[config.mk]
export PLATFORM = sky130hd
export DESIGN_NAME = pmx_unit
export DESIGN_NICKNAME = d
export VERILOG_FILES = /design/src/rtl/pmx_pkg.sv /design/src/rtl/pmx_ctrl.sv /design/src/rtl/pmx_addr_gen.sv /design/src/rtl/pmx_regbank.sv /design/src/rtl/pmx_unit.sv
export SDC_FILE = /design/constraint.sdc
export NUM_CORES = 1
export LEC_CHECK = 0
export ABC_CLOCK_PERIOD_IN_PS = 13800
export BUFFER_PORTS_ARGS = -buffer_cell sky130_fd_sc_hd__buf_4
export CAP_MARGIN = 25
export CORE_ASPECT_RATIO = 1.5
export CORE_MARGIN = 2
export CORE_UTILIZATION = 30
export DETAILED_ROUTE_END_ITERATION = 8
export GPL_TIMING_DRIVEN = 0
export PLACE_DENSITY = 0.53
export REMOVE_ABC_BUFFERS = 1
export SETUP_SLACK_MARGIN = 0.02
export SYNTH_ARGS = -nofsm -noshare
export SYNTH_HDL_FRONTEND = slang
export SYNTH_SLANG_ARGS = --single-unit
[constraint.sdc]
create_clock -name clk -period 13.8 [get_ports clk]
set_input_delay 2.07 -clock clk [delete_from_list [all_inputs] [get_ports clk]]
set_output_delay 2.07 -clock clk [all_outputs]
set_load 0.005 [all_outputs]
[src/rtl/pmx_pkg.sv]
package pmx_pkg;
  localparam int DW     = 16;
  localparam int NPTR   = 4;
  localparam int NREG   = 16;
  localparam int RIDX_W = $clog2(NREG);
  localparam int PSEL_W = $clog2(NPTR);

  localparam logic [RIDX_W-1:0] RI_AH = 4'd8;
  localparam logic [RIDX_W-1:0] RI_AL = 4'd9;
  localparam logic [RIDX_W-1:0] RI_BH = 4'd10;
  localparam logic [RIDX_W-1:0] RI_BL = 4'd11;

  localparam logic [3:0] OPC_PDEC  = 4'd0;
  localparam logic [3:0] OPC_PINC  = 4'd1;
  localparam logic [3:0] OPC_PIDX  = 4'd2;
  localparam logic [3:0] OPC_MOVE  = 4'd3;
  localparam logic [3:0] OPC_STORE = 4'd4;
  localparam logic [3:0] OPC_LOAD  = 4'd5;
  localparam logic [3:0] OPC_LDST  = 4'd6;
  localparam logic [3:0] OPC_STLD  = 4'd7;
  localparam logic [3:0] OPC_DUALH = 4'd8;
  localparam logic [3:0] OPC_SPLIT = 4'd9;

  typedef struct packed {
    logic [3:0]        op;
    logic [PSEL_W-1:0] ptr;
    logic [RIDX_W-1:0] dst;
    logic [RIDX_W-1:0] src;
    logic              use_n;
    logic              use_m;
    logic              half_a;
    logic              half_b;
    logic              split_sel;
  } pmx_cmd_t;

  function automatic logic [DW-1:0] wrap_add(input logic [DW-1:0] a, input logic [DW-1:0] b);
    return a + b;
  endfunction

  function automatic logic op_stores(input logic [3:0] op);
    return (op == OPC_STORE) || (op == OPC_LDST) || (op == OPC_STLD);
  endfunction

  function automatic logic op_loads(input logic [3:0] op);
    return (op == OPC_LOAD) || (op == OPC_LDST) || (op == OPC_STLD) ||
           (op == OPC_DUALH) || (op == OPC_SPLIT);
  endfunction

  function automatic logic op_two_reads(input logic [3:0] op);
    return (op == OPC_DUALH) || (op == OPC_SPLIT);
  endfunction

  function automatic logic op_paired(input logic [3:0] op);
    return (op == OPC_LDST) || (op == OPC_STLD);
  endfunction

  function automatic logic op_steps_sel(input logic [3:0] op);
    return (op <= OPC_PIDX) || ((op >= OPC_STORE) && (op <= OPC_SPLIT));
  endfunction

  function automatic logic op_steps_p3(input logic [3:0] op);
    return (op >= OPC_LDST) && (op <= OPC_SPLIT);
  endfunction
endpackage

[src/rtl/pmx_ctrl.sv]
module pmx_ctrl
  import pmx_pkg::*;
(
  input  logic     clk,
  input  logic     rst_n,
  input  logic     op_valid,
  input  pmx_cmd_t cmd_in,
  output pmx_cmd_t cmd_q,
  output logic     ready,
  output logic     in_exec,
  output logic     in_cap1,
  output logic     commit
);
  typedef enum logic [1:0] {ST_IDLE, ST_EXEC, ST_CAP1, ST_CAP2} st_e;
  st_e st_q, st_d;

  always_comb begin
    st_d = st_q;
    unique case (st_q)
      ST_IDLE: if (op_valid) st_d = ST_EXEC;
      ST_EXEC: st_d = op_loads(cmd_q.op) ? ST_CAP1 : ST_IDLE;
      ST_CAP1: st_d = op_two_reads(cmd_q.op) ? ST_CAP2 : ST_IDLE;
      ST_CAP2: st_d = ST_IDLE;
      default: st_d = ST_IDLE;
    endcase
  end

  always_ff @(posedge clk) begin
    if (!rst_n) begin
      st_q  <= ST_IDLE;
      cmd_q <= '0;
    end else begin
      st_q <= st_d;
      if ((st_q == ST_IDLE) && op_valid) cmd_q <= cmd_in;
    end
  end

  assign ready   = (st_q == ST_IDLE);
  assign in_exec = (st_q == ST_EXEC);
  assign in_cap1 = (st_q == ST_CAP1);
  assign commit  = (in_exec && !op_loads(cmd_q.op)) ||
                   (in_cap1 && !op_two_reads(cmd_q.op)) ||
                   (st_q == ST_CAP2);

  AST_CAP_FOLLOWS_EXEC: assert property (@(posedge clk) disable iff (!rst_n)
    in_cap1 |-> $past(in_exec)) else $error("cap1 without exec");
endmodule

[src/rtl/pmx_addr_gen.sv]
module pmx_addr_gen
  import pmx_pkg::*;
(
  input  logic [3:0]                op,
  input  logic [PSEL_W-1:0]         ptr_sel,
  input  logic                      use_n,
  input  logic                      use_m,
  input  logic [NPTR-1:0][DW-1:0]   ptr_q,
  input  logic [NPTR-1:0][DW-1:0]   idx_q,
  output logic [DW-1:0]             rd_addr_a,
  output logic [DW-1:0]             rd_addr_b,
  output logic [DW-1:0]             wr_addr,
  output logic [NPTR-1:0]           mod_mask,
  output logic [NPTR-1:0][DW-1:0]   ptr_next
);
  localparam int P3 = NPTR - 1;

  logic [PSEL_W-1:0] sel;
  logic [DW-1:0]     step_s, step_3;
  logic              has_s, has_3;

  always_comb begin
    sel   = op_paired(op) ? '0 : ptr_sel;
    has_s = op_steps_sel(op);
    has_3 = op_steps_p3(op);
    unique case (op)
      OPC_PDEC: step_s = '1;
      OPC_PINC: step_s = DW'(1);
      OPC_PIDX: step_s = idx_q[sel];
      default:  step_s = use_n ? idx_q[sel] : DW'(1);
    endcase
    step_3 = use_m ? idx_q[P3] : DW'(1);
  end

  assign rd_addr_a = (op == OPC_STLD) ? ptr_q[P3] : ptr_q[sel];
  assign rd_addr_b = ptr_q[P3];
  assign wr_addr   = (op == OPC_LDST) ? ptr_q[P3] : ptr_q[sel];

  for (genvar gi = 0; gi < NPTR; gi++) begin : g_ptr
    logic hit_s, hit_3;
    assign hit_s = has_s && (sel == PSEL_W'(gi));
    assign hit_3 = has_3 && (gi == P3);
    assign mod_mask[gi] = hit_s || hit_3;
    assign ptr_next[gi] = wrap_add(wrap_add(ptr_q[gi], hit_s ? step_s : '0),
                                   hit_3 ? step_3 : '0);
  end
endmodule

[src/rtl/pmx_regbank.sv]
module pmx_regbank
  import pmx_pkg::*;
(
  input  logic                      clk,
  input  logic                      rst_n,
  input  logic                      wa_en,
  input  logic [RIDX_W-1:0]         wa_idx,
  input  logic [DW-1:0]             wa_data,
  input  logic                      wb_en,
  input  logic [RIDX_W-1:0]         wb_idx,
  input  logic [DW-1:0]             wb_data,
  input  logic [NPTR-1:0]           mod_en,
  input  logic [NPTR-1:0][DW-1:0]   ptr_next,
  output logic [NREG-1:0][DW-1:0]   regs_q
);
  for (genvar gr = 0; gr < NREG; gr++) begin : g_reg
    logic hit_a, hit_b;
    assign hit_a = wa_en && (wa_idx == RIDX_W'(gr));
    assign hit_b = wb_en && (wb_idx == RIDX_W'(gr));
    if (gr < NPTR) begin : g_ptr
      always_ff @(posedge clk) begin
        if (!rst_n)          regs_q[gr] <= '0;
        else if (mod_en[gr]) regs_q[gr] <= ptr_next[gr];
        else if (hit_b)      regs_q[gr] <= wb_data;
        else if (hit_a)      regs_q[gr] <= wa_data;
      end
    end else begin : g_dat
      always_ff @(posedge clk) begin
        if (!rst_n)     regs_q[gr] <= '0;
        else if (hit_b) regs_q[gr] <= wb_data;
        else if (hit_a) regs_q[gr] <= wa_data;
      end
    end
  end

  AST_PTR_MOD_WINS: assert property (@(posedge clk) disable iff (!rst_n)
    mod_en[0] |=> regs_q[0] == $past(ptr_next[0])) else $error("pointer override lost");
endmodule

[src/rtl/pmx_unit.sv]
module pmx_unit
  import pmx_pkg::*;
#(
  parameter int DATA_W = pmx_pkg::DW
) (
  input  logic                   clk,
  input  logic                   rst_n,
  input  logic                   op_valid,
  input  logic [3:0]             op_code,
  input  logic [1:0]             ptr_sel,
  input  logic [3:0]             dst_sel,
  input  logic [3:0]             src_sel,
  input  logic                   use_n,
  input  logic                   use_m,
  input  logic                   half_a,
  input  logic                   half_b,
  input  logic                   split_sel,
  output logic                   ready,
  output logic                   done,
  output logic                   mem_rd_en,
  output logic [DATA_W-1:0]      mem_rd_addr,
  input  logic [DATA_W-1:0]      mem_rd_data,
  output logic                   mem_wr_en,
  output logic [DATA_W-1:0]      mem_wr_addr,
  output logic [DATA_W-1:0]      mem_wr_data,
  output logic [NREG*DATA_W-1:0] reg_view
);
  pmx_cmd_t cmd_in, cmd_q;
  logic in_exec, in_cap1, commit;
  logic [NREG-1:0][DW-1:0] regs_q;
  logic [NPTR-1:0][DW-1:0] ptr_next;
  logic [NPTR-1:0] mod_mask;
  logic [DW-1:0] rd_a, rd_b, wr_a, hold_q;
  logic wa_en, wb_en;
  logic [RIDX_W-1:0] wa_idx, wb_idx;
  logic [DW-1:0] wa_data, wb_data;

  assign cmd_in = '{op: op_code, ptr: ptr_sel, dst: dst_sel, src: src_sel,
                    use_n: use_n, use_m: use_m, half_a: half_a,
                    half_b: half_b, split_sel: split_sel};

  pmx_ctrl u_ctrl (
    .clk(clk), .rst_n(rst_n), .op_valid(op_valid), .cmd_in(cmd_in),
    .cmd_q(cmd_q), .ready(ready), .in_exec(in_exec), .in_cap1(in_cap1),
    .commit(commit)
  );

  pmx_addr_gen u_agen (
    .op(cmd_q.op), .ptr_sel(cmd_q.ptr), .use_n(cmd_q.use_n), .use_m(cmd_q.use_m),
    .ptr_q(regs_q[NPTR-1:0]), .idx_q(regs_q[2*NPTR-1:NPTR]),
    .rd_addr_a(rd_a), .rd_addr_b(rd_b), .wr_addr(wr_a),
    .mod_mask(mod_mask), .ptr_next(ptr_next)
  );

  always_ff @(posedge clk) begin
    if (!rst_n)       hold_q <= '0;
    else if (in_cap1) hold_q <= mem_rd_data;
  end

  always_comb begin
    wa_en = 1'b0; wa_idx = cmd_q.dst; wa_data = mem_rd_data;
    wb_en = 1'b0; wb_idx = cmd_q.dst; wb_data = mem_rd_data;
    if (commit) begin
      unique case (cmd_q.op)
        OPC_MOVE: begin
          wa_en = 1'b1; wa_data = regs_q[cmd_q.src];
        end
        OPC_LOAD, OPC_LDST, OPC_STLD: wa_en = 1'b1;
        OPC_DUALH: begin
          wa_en = 1'b1; wa_idx = cmd_q.half_a ? RI_AH : RI_AL; wa_data = hold_q;
          wb_en = 1'b1; wb_idx = cmd_q.half_b ? RI_BH : RI_BL;
        end
        OPC_SPLIT: begin
          wa_en = 1'b1; wa_idx = cmd_q.split_sel ? RI_BH : RI_AH; wa_data = hold_q;
          wb_en = 1'b1; wb_idx = cmd_q.split_sel ? RI_BL : RI_AL;
        end
        default: ;
      endcase
    end
  end

  pmx_regbank u_bank (
    .clk(clk), .rst_n(rst_n),
    .wa_en(wa_en), .wa_idx(wa_idx), .wa_data(wa_data),
    .wb_en(wb_en), .wb_idx(wb_idx), .wb_data(wb_data),
    .mod_en(commit ? mod_mask : '0), .ptr_next(ptr_next), .regs_q(regs_q)
  );

  assign done        = commit;
  assign mem_rd_en   = (in_exec && op_loads(cmd_q.op)) || (in_cap1 && op_two_reads(cmd_q.op));
  assign mem_rd_addr = in_cap1 ? rd_b : rd_a;
  assign mem_wr_en   = in_exec && op_stores(cmd_q.op);
  assign mem_wr_addr = wr_a;
  assign mem_wr_data = regs_q[cmd_q.src];
  assign reg_view    = regs_q;

  AST_DONE_PULSE: assert property (@(posedge clk) disable iff (!rst_n)
    done |=> !done) else $error("done held");
  AST_HOLD_UNTIL_DONE: assert property (@(posedge clk) disable iff (!rst_n)
    !done |=> $stable(reg_view)) else $error("early register change");
  AST_IDLE_NO_MEM: assert property (@(posedge clk) disable iff (!rst_n)
    ready |-> !mem_rd_en && !mem_wr_en) else $error("memory strobe while idle");
  AST_SINGLE_WRITE: assert property (@(posedge clk) disable iff (!rst_n)
    mem_wr_en |=> !mem_wr_en) else $error("repeated write strobe");
endmodule

==> results.toml <==
[timing]
final_max_slew_viol_count = 0
slew_headroom_pct = 25.1
finalSetupViolCount = 0
hold_viol_final = 0
fin_crit_ns = 5.98
skew_ns = 0.0268
worst_slew_pin_slew_ns = 1.12
tns_ns = 0
period_share_pct = 43.4
rsz0062_at_grt = "false"
fmax_mhz = 167

[worst_setup_path]
critical_path_peak_fanout = 19
cp_data_required_time_ns = 14.18
start_kind = "flip-flop"
critPathMaxStageDelay_ns = 0.74
worstSetupEndpointType = "flip-flop"
slowest_stage = "o41ai_1"
path_cells = "nand3b_1, buf_8, nand2_1, o21ai_0, a211oi_1, nor2_1, fa_1, ha_1, inv_1, fa_1, nor2b_1, o21ai_0, a21oi_1, o41ai_1, o22ai_1, o41ai_1, xnor2_1, o22ai_1"
critPathKind = "reg2reg"
critPathArrivalTime_ns = 6.36

[min_path]
hold_class = "reg2reg"

[routing]
wl_um = 77500
route.detailed.drc = 0
drt_iter0_drc = 1377
vias_per_cell = 5.57
first_pass_iters = 8
vias = 18102
wire_per_inst_um = 23.9
ant_nets = 0

[pwr]
ir_drop_mv = 0.0758
internal_power_uw = 1570
p_seq_share_pct = 40.3
switching_share_pct = 27.8
p_per_area_nw_per_um2 = 92.9
power_frac_clock_pct = 45.5
p_switching_uw = 606
power_leakage_uw = 0.0109
finalPower_uw = 2180
p_comb_share_pct = 14.1

[die]
io_pins = 346
placeableCoreArea_um2 = 61000
die-area_um2 = 63600
rows = 111
die_h_um = 308
initial_core_util_pct = 30.3
die_w_um = 207

[clock_tree]
clock_latency_ns = 0.55
cts.sink_count = 293
cts_resized = 0
cts_setup_buffers = 0
cts_hold_buf = 0
h-tree-depth = 2
clock_path_buffers = 3
cts_buffers = 34
clk_pin_slew_ns = 0.07
cts_tree = "yes"
cts_root_buffer = "clkbuf_16"

[grt]
grt_pass1_vias = 17904
grt.overflow.total = 0
grt_usage_pct = 23.9
grt_pass1_wl_um = 114000
grt_max_degree = 165
antenna_found_initial = 3

[synth]
yosys.area_share.xor_xnor_pct = 2.51
yosysSeqAreaShare_pct = 31.8
ys_ff_latch = 293
synthArstFlopShare_pct = 0
synthTopCellsByCount = "nand2_1 (346), dfxtp_1 (293), nor2_1 (198)"
synth_area_leaders = "dfxtp_1 (32%), mux4_2 (8.9%), o211a_1 (7.8%), nand2_1 (7.0%), nor2_1 (4.0%)"
synth_edf_count = 0
yosys.area_share.simple_pct = 16.9
avgSynthCellArea_um2 = 8.58
syn_inst = 2152
synth_area_um2 = 18500
synth_ff_type = "dfxtp_1"
synth_top_area_cell = "dfxtp_1"
synth_most_common_cell = "nand2_1"
yosysWarnings = 0
synth_fa_ha_area_share_pct = 6.11
synth_mux_area_share_pct = 11.7
synth_compound_area_share_pct = 25.4
synth.top_cell.area_share_pct = 31.8
synth_top_family_by_area = "compound AO/OA/AOI/OAI gates"
synth_cell_types = 66

[job]
max_cap_violations = 0

[status]
status = "completed"

[placement]
post-dp-hpwl_um = 59200
placement.io_buffers = 345
place.gp.congestion = 0.882

[cells_and_area]
nets = 2544
drive_above_1_share_pct = 24.4
fillers = 6073
syn_to_final_growth_pct = 27.0
[worst max-delay path, delay by kind of cell (launching register included)]
kind,cells,cell delay [ns]
xor+xnor,1,0.17
buf+inv,2,0.45
compound gates,8,2.67
flops,1,0.69
simple gates,4,1.01
fa+ha+maj,3,0.84
[path summary, 6_finish.rpt]
check,start,end,slack [ns],cells past startpoint
max reg2reg,u_ctrl.cmd_q[17],u_bank.regs_q[63],7.82,18
max,u_ctrl.cmd_q[17],u_bank.regs_q[63],7.82,18
min reg2reg,hold_q[1],hold_q[1],0.47,2
min,hold_q[1],hold_q[1],0.47,2
[per-stage QoR]
step	setup WS [ns]	hold WS [ns]	cell area, um2	cells	utilization (%)
final	7.82	0.473	23400	3247	38.4
after global routing	7.29	0.493	23400	3245	38.4
after CTS	7.92	0.471	23400	3243	38.4
after detailed placement	7.89	0.463	22200	3182	36.5
after global placement	4.50	0.454	21300	3106	34.9
after floorplan	7.65	0.443	17700	1970	-
[power by group through the flow]
| stage | sequential (uW) | clock, uW | combinational, uW |
|---|---|---|---|
| finish | 878 | 991 | 307 |
| global route | 880 | 1040 | 334 |
| CTS | 878 | 1010 | 307 |
| detailed placement | 898 | 0 | 306 |
| global placement | 911 | 0 | 272 |
| floorplan | 895 | 0 | 160 |
[area by class of cell]
class	instances	area [um2]	area share [%]
clock inverters	16	226	0.966
multi-input cells	1608	11700	49.8
clock buffers	45	962	4.11
repair buffers	422	3440	14.7
flip-flops and latches	293	5880	25.1
diodes	3	7.51	0.0320
well taps	791	990	4.22
inverters	69	259	1.11
[placed cells by master (no fill, tap or decap), types with 20 or more instances in the layout]
cell       synthesis  final
buf_4              8    363
nand2_1          346    346
dfxtp_1          293    288
nor2_1           198    178
o211a_1          144    144
o21ai_0          127    127
a21oi_1           91     90
mux4_2            73     73
inv_1             69     69
nor2b_1           66     64
o22ai_1           59     59
ha_1              59     59
a221oi_1          50     50
nor3_1            36     36
a21boi_0          36     36
clkbuf_16          0     34
mux2i_1           29     29
xor2_1            28     28
buf_2             18     27
xnor2_1           25     25
nand2b_1          20     20
a211oi_1          20     20
buf_8              0     20
[cell families (layout without fill, tap and decap cells)]
kind of cell / Yosys count / after routing
other: 0 / 3
AOI/OAI and AO/OA: 642 / 642
buffers and inverters: 251 / 552
adders and majority gates: 79 / 79
and+or+nand+nor: 722 / 722
xor gates and xnor gates: 53 / 53
DFF: 293 / 293
muxes: 112 / 112
[metal layers]
metal	GRT usage, %	part of all wire (%)	vias to the layer above
met2	43.1	51	652
met5	0	0	-
li1	-	-	8374
met3	3.41	5.9	135
met1	27.8	39	8941
met4	10.3	4.3	0
[sequential cells by signal, summed over array words and instances (netlist names)]
register and flops:
u_bank.regs_q 256, u_ctrl.cmd_q 19, hold_q 16, u_ctrl.st_q 2
No activity file was read; power rests on OpenSTA's default activity.
